<file path="config.mk">
export PLATFORM = sky130hd
export DESIGN_NAME = dbl_to_int32_unit
export DESIGN_NICKNAME = d
export VERILOG_FILES = /design/src/rtl/cvt_pkg.sv /design/src/rtl/cvt_classify.sv /design/src/rtl/cvt_round.sv /design/src/rtl/dbl_to_int32_unit.sv
export SDC_FILE = /design/constraint.sdc
export NUM_CORES = 1
export LEC_CHECK = 0
export BUFFER_PORTS_ARGS = -buffer_cell sky130_fd_sc_hd__buf_2
export CAP_MARGIN = 10
export CORE_MARGIN = 4
export CORE_UTILIZATION = 35
export CTS_CLUSTER_SIZE = 16
export DETAILED_ROUTE_END_ITERATION = 12
export PLACE_DENSITY = 0.6
export SYNTH_ARGS = -nofsm -noshare
export SYNTH_HDL_FRONTEND = slang
export SYNTH_HIERARCHICAL = 1
export SYNTH_SLANG_ARGS = --single-unit
export TNS_END_PERCENT = 10
</file>
<file path="constraint.sdc">
create_clock -name clk -period 0.95 [get_ports clk]
set_clock_uncertainty 0.1 [all_clocks]
set_input_delay 0 -clock clk [delete_from_list [all_inputs] [get_ports clk]]
set_output_delay 0 -clock clk [all_outputs]
set_load 0.005 [all_outputs]
</file>
<file path="src/rtl/cvt_pkg.sv">
package cvt_pkg;
  localparam int DW      = 64;
  localparam int EXP_W   = 11;
  localparam int FRAC_W  = 52;
  localparam int SIG_W   = FRAC_W + 1;
  localparam int INT_W   = 32;
  localparam int BIAS    = 1023;
  localparam int FIX_F   = 64;
  localparam int FIX_W   = INT_W + FIX_F;
  localparam int SH_OFF  = FIX_F - FRAC_W;
  localparam int SH_W    = $clog2(FIX_W);
  localparam int EW      = EXP_W + 2;
  localparam int STAT_W  = 6;
  localparam logic [INT_W-1:0] SAT_HI  = 32'hFFF8_0000;
  localparam logic [INT_W-1:0] SAT_POS = 32'h7FFF_FFFF;
  localparam logic [INT_W-1:0] SAT_NEG = 32'h8000_0000;

  typedef enum logic [1:0] {
    RM_NEAR = 2'd0,
    RM_ZERO = 2'd1,
    RM_UP   = 2'd2,
    RM_DOWN = 2'd3
  } rmode_e;

  typedef struct packed {
    logic exc_sum;
    logic inv_any;
    logic inv_snan;
    logic inv_conv;
    logic inexact;
    logic rounded;
  } stat_t;
endpackage

</file>
<file path="src/rtl/cvt_classify.sv">
module cvt_classify
  import cvt_pkg::*;
(
  input  logic [DW-1:0]    op_i,
  output logic             sign_o,
  output logic             nan_o,
  output logic             snan_o,
  output logic             out_rng_o,
  output logic [INT_W-1:0] mag_o,
  output logic             rbit_o,
  output logic             sticky_o
);
  localparam logic signed [EW-1:0] E_LO  = -(EW'(1));
  localparam logic signed [EW-1:0] E_HI  = EW'(INT_W - 1);
  localparam logic signed [EW-1:0] E_BIA = EW'(BIAS);
  localparam logic signed [EW-1:0] E_OFF = EW'(SH_OFF);

  logic [EXP_W-1:0]      exp_f;
  logic [FRAC_W-1:0]     frac_f;
  logic                  exp_max;
  logic signed [EW-1:0]  e_unb;
  logic signed [EW-1:0]  sh_full;
  logic [SIG_W-1:0]      sig;
  logic [FIX_W-1:0]      fx;
  logic                  huge;
  logic                  frac_any;
  logic                  pos_over;
  logic                  neg_over;

  always_comb begin
    exp_f    = op_i[DW-2 -: EXP_W];
    frac_f   = op_i[FRAC_W-1:0];
    sign_o   = op_i[DW-1];
    exp_max  = &exp_f;
    nan_o    = exp_max && (|frac_f);
    snan_o   = nan_o && !frac_f[FRAC_W-1];
    e_unb    = $signed({2'b00, exp_f}) - E_BIA;
    sig      = {|exp_f, frac_f};
    sh_full  = e_unb + E_OFF;
    huge     = exp_max || (e_unb > E_HI);
    fx       = '0;
    mag_o    = '0;
    rbit_o   = 1'b0;
    sticky_o = 1'b0;
    if (!huge && (e_unb >= E_LO)) begin
      fx       = {{(FIX_W-SIG_W){1'b0}}, sig} << sh_full[SH_W-1:0];
      mag_o    = fx[FIX_W-1 -: INT_W];
      rbit_o   = fx[FIX_F-1];
      sticky_o = |fx[FIX_F-2:0];
    end else if (!huge) begin
      sticky_o = |sig;
    end
    frac_any  = rbit_o | sticky_o;
    pos_over  = mag_o[INT_W-1] || ((mag_o == SAT_POS) && frac_any);
    neg_over  = (mag_o > SAT_NEG) || ((mag_o == SAT_NEG) && frac_any);
    out_rng_o = !nan_o && (huge || (sign_o ? neg_over : pos_over));
  end
endmodule

</file>
<file path="src/rtl/cvt_round.sv">
module cvt_round
  import cvt_pkg::*;
(
  input  logic             sign_i,
  input  logic [INT_W-1:0] mag_i,
  input  logic             rbit_i,
  input  logic             sticky_i,
  input  rmode_e           mode_i,
  output logic [INT_W-1:0] res_o,
  output logic             inexact_o,
  output logic             rounded_o
);
  logic             up;
  logic [INT_W:0]   mag_r;

  always_comb begin
    inexact_o = rbit_i | sticky_i;
    case (mode_i)
      RM_NEAR: up = rbit_i & (sticky_i | mag_i[0]);
      RM_ZERO: up = 1'b0;
      RM_UP:   up = !sign_i & inexact_o;
      default: up = sign_i & inexact_o;
    endcase
    mag_r     = {1'b0, mag_i} + {{INT_W{1'b0}}, up};
    res_o     = sign_i ? (~mag_r[INT_W-1:0] + 1'b1) : mag_r[INT_W-1:0];
    rounded_o = up;
  end
endmodule

</file>
<file path="src/rtl/dbl_to_int32_unit.sv">
module dbl_to_int32_unit
  import cvt_pkg::*;
(
  input  logic              clk,
  input  logic              rst_n,
  input  logic              start_i,
  input  logic [DW-1:0]     operand_i,
  input  logic [1:0]        rmode_i,
  input  logic              trunc_i,
  input  logic              inv_en_i,
  output logic [DW-1:0]     result_o,
  output logic              wr_en_o,
  output logic              exc_req_o,
  output logic [STAT_W-1:0] status_o
);
  logic             sign, nan, snan, out_rng, rbit, sticky;
  logic [INT_W-1:0] mag, rnd_res;
  logic             inexact, rounded;
  rmode_e           mode_eff;

  logic [DW-1:0]    res_q, res_d;
  logic             wr_q, wr_d, exc_q, exc_d;
  stat_t            st_q, st_d;
  logic             invalid;

  cvt_classify u_class (
    .op_i      (operand_i),
    .sign_o    (sign),
    .nan_o     (nan),
    .snan_o    (snan),
    .out_rng_o (out_rng),
    .mag_o     (mag),
    .rbit_o    (rbit),
    .sticky_o  (sticky)
  );

  assign mode_eff = trunc_i ? RM_ZERO : rmode_e'(rmode_i);

  cvt_round u_round (
    .sign_i    (sign),
    .mag_i     (mag),
    .rbit_i    (rbit),
    .sticky_i  (sticky),
    .mode_i    (mode_eff),
    .res_o     (rnd_res),
    .inexact_o (inexact),
    .rounded_o (rounded)
  );

  assign invalid = nan | out_rng;

  always_comb begin
    res_d = res_q;
    st_d  = st_q;
    wr_d  = 1'b0;
    exc_d = 1'b0;
    if (start_i) begin
      if (invalid) begin
        st_d.rounded  = 1'b0;
        st_d.inexact  = 1'b0;
        st_d.inv_conv = 1'b1;
        st_d.inv_any  = 1'b1;
        st_d.inv_snan = st_q.inv_snan | snan;
        st_d.exc_sum  = st_q.exc_sum | inv_en_i;
        exc_d         = inv_en_i;
        wr_d          = !inv_en_i;
        if (!inv_en_i)
          res_d = {SAT_HI, (!nan && !sign) ? SAT_POS : SAT_NEG};
      end else begin
        st_d.rounded = rounded;
        st_d.inexact = inexact;
        wr_d         = 1'b1;
        res_d        = {SAT_HI, rnd_res};
      end
    end
  end

  always_ff @(posedge clk or negedge rst_n) begin
    if (!rst_n) begin
      wr_q  <= 1'b0;
      exc_q <= 1'b0;
    end else begin
      wr_q  <= wr_d;
      exc_q <= exc_d;
    end
  end

  always_ff @(posedge clk or negedge rst_n) begin
    if (!rst_n) begin
      res_q <= '0;
      st_q  <= '0;
    end else if (start_i) begin
      res_q <= res_d;
      st_q  <= st_d;
    end
  end

  assign result_o  = res_q;
  assign wr_en_o   = wr_q;
  assign exc_req_o = exc_q;
  assign status_o  = st_q;
endmodule

</file>
==> metrics <==
Synth Area in Adders less than 1%; Comb pwr share 76.2%; port bufs ~120; Pwr Density 1070 nW/um^2; Detail Route Antenna Nets 0; Mapped Area 10,200 sq um; xor/xnor cell area share of the yosys netlist around 5.7%; Post-Syn Instances 1,291; register area share after synthesis 9.78%; first-pass GRT wire length 72,100 um; Hold Startpoint start_i; TNS Setup -175.81 ns; filler cell count 2,638; antenna violations before repair 0; sequential power share a little under an eighth; R2R depth 1; Mean Syn Cell Area 7.93 sq um; net switching power figure 7.57 mW; clock slew at reported path FFs about 0.060 ns; placed cell area 14,900 sq um; Crit. End Element register; Power Total 17.2 mW; post-DP HPWL 38,000 um; Synth Flop Type dfrtp_1; number of global-route vias before repair 12.9k; via-per-instance ratio 5.88; H-tree depth 2; final worst-path cycle share 605%; crit-path max cell delay 0.53 ns; Initial DRT Pass Iterations 7; Yosys top cell area share 11.9%; P&R area growth vs syn 56.8%; drt wl/cell ~21 um; Int Pwr ~9.6 mW; Hold EP status_o[1]; Leak 7.27 nW; Crit path arrival time 5.82 ns; crit path max fanout 7; Layout Nets around 1.9k; Peak Freq between 150 and 200 MHz; setup violators final 53; vias post-DR 13.2k; WS Path Type input port to register; RSZ-0062 raised after global routing true; gr usage total between 20% and 30%; synth unique cells 107; Synth area leader mux4_2; largest family of logic cells by synthesized area multiplexers; row count 62; minimum clock period 5.75 ns; placed cells about 2.2k; sw frac 44.0%; GRT overflow 0; delay-heaviest family, CP simple AND/OR/NAND/NOR gates; Die W 179 um; worst r2r src result_o[62]; Hold Path Stages 4; TritonCTS Buffers 5; Final Max Tran Viols 0; Fin. Hold Viols 0; CTS tree yes; share of layout cells above drive strength 1 49.4%; io pins ~140; post-synthesis mux area share 25.2%; die area 32,000 sq um; Starting DRT DRC Count 1,177; Final Cell Area around 16,000 sq um; root buf cell clkbuf_16; post-synthesis compound-gate area fraction 23.2%; Yosys warnings 6; TritonCTS sink count 40; EDFF count, synth 0; GP Congestion 1.07; # DRC 0; hold crit path type input port to register; asr flop ratio synth 100%; clock power share 12.1%; Initial Util 35.6%; Core ar. 28,800 sq um; antenna diode count 0; fin worst setup slack -4.80 ns; worst skew pair latency 0.29 ns; Worst Max-Slew Pin Slew between 0.7 and 0.8 ns; normalized max-slew margin ~46%; status finished, violations left; largest net degree at the start of global routing 51; Setup crit start kind input port; IR drop worst, VDD 0.000547 V; Die H 179 um; Max Root-Sink Buffers 2; Synth Area in Simple Gates roughly a quarter; #FFs+latches synth 40; Worst path slowest cell mux4_2; MaxCap Viol Count 0; worst path bufs/invs 6; Final Non-Filler Cells about 2.2k; Total Wirelength 46,900 um; main area contributors after synthesis mux4_2, dfrtp_1, mux2i_1; Required @ worst endpoint roughly 1.0 ns; R2R Setup Slk 0.12 ns; Reg-to-Reg End result_o[62]; violated checks negative setup slack
==> tightest hold or removal path: stages <==
cell,delay (ns)
buf_2,0.13
buf_4,0.13
nand3_1,0.05
o21ai_0,0.07
==> metrics by stage <==
stage          hold slack (ns)  worst slack, ns  util, %
3_3_place_gp            -0.122            -5.41     51.6
2_1_floorplan           -0.396            -5.18        -
5_1_grt                 0.0440            -5.04     55.7
6_report                0.0196            -4.80     55.7
4_1_cts                 0.0135            -4.73     54.8
3_5_place_dp            -0.120            -5.37     51.6
==> kinds of logic (layout without fill, tap and decap cells) <==
group | Yosys count | in the layout
xor gates and xnor gates | 64 | 65
other | 1 | 19
DFF | 40 | 40
AOI/OAI and AO/OA | 336 | 336
buffers and inverters | 202 | 753
and+or+nand+nor | 466 | 466
muxes | 174 | 174
adders and majority gates | 8 | 8
==> synthesized netlist by cell type, types with 8 or more instances <==
library cell,instances
nand2_1,111
a21oi_1,92
nor2_1,85
mux2i_1,76
inv_1,63
mux4_2,54
nand3_1,50
xnor2_1,42
buf_4,41
dfrtp_1,40
nor3_1,40
buf_2,37
mux2_2,37
nand4_1,35
o21ai_0,34
nor4_1,30
clkbuf_1,27
a22oi_1,26
xor2_1,21
a31oi_1,20
and3_1,20
a211oi_1,19
and2_1,19
buf_6,13
buf_1,12
o211ai_1,11
o22ai_1,11
a221oi_1,9
o21ai_1,9
or3_1,9
ha_1,8
nand2b_1,8
==> worst max-delay path by stage <==
stage          slack (ns)  cells past startpoint          start           end
2_1_floorplan       -5.18                     36  operand_i[52]  result_o[28]
3_3_place_gp        -5.41                     32  operand_i[52]  result_o[28]
3_5_place_dp        -5.37                     33  operand_i[52]  result_o[26]
4_1_cts             -4.73                     31  operand_i[53]  result_o[28]
5_1_grt             -5.04                     33  operand_i[53]  result_o[30]
6_report            -4.80                     32  operand_i[53]  result_o[31]
==> cell type report <==
type                    count  area, sq um  area share, %
clock inverters             1         30.0          0.187
flip-flops and latches     40         1000           6.25
multi-input cells        1068         8900           55.5
repair buffers            678         5210           32.5
inverters                  67          270           1.68
clock buffers               7          153          0.952
well taps                 384          480           3.00
==> registers in the layout (all words and copies together) (netlist names) <==
name / count
exc_req_o: 1
wr_en_o: 1
status_o: 5
result_o: 33
==> repair_timing <==
| item | 4_1_cts | 5_1_grt |
|---|---|---|
| pin swaps | 34 | 18 |
| hold buffers | 4 | 0 |
| buffers inserted | 26 | 5 |
| gates resized for setup | 83 | 55 |
| hold endpoints to repair | 43 | 0 |
| cloned | 4 | 0 |
| setup endpoints to repair | 53 | 55 |
==> power groups by stage <==
stage / registers (mW) / clock network [mW] / logic [mW]
CTS: 2.02 / 2.12 / 12.5
floorplan: 2.08 / 0 / 6.02
global placement: 2.05 / 0 / 11.8
global route: 2.04 / 2.19 / 13.8
finish: 2.02 / 2.08 / 13.1
detailed placement: 2.05 / 0 / 11.8
==> cell usage in the layout (no fill, tap or decap), types with 15 or more instances in the layout <==
master      n
a211oi_1   15
a21oi_1    83
a22oi_1    23
a31oi_1    18
and2_1     18
and3_1     19
buf_12     21
buf_2     121
buf_4     509
buf_6      16
conb_1     19
dfrtp_1    39
inv_1      61
mux2_2     35
mux2i_1    72
mux4_2     57
nand2_1   107
nand3_1    46
nand4_1    35
nor2_1     78
nor3_1     37
nor4_1     28
o21ai_0    28
xnor2_1    37
xor2_1     20
==> per-layer routing <==
metal / track usage (%) / vias up / wire length [um]
met1: 36.5 / 6389 / 19100
li1: - / 6050 / -
met3: 3.33 / 124 / 3220
met4: 10.3 / 0 / 2050
met2: 49.0 / 638 / 22500
met5: 0 / - / 0
(Power assumes the default switching activity.)
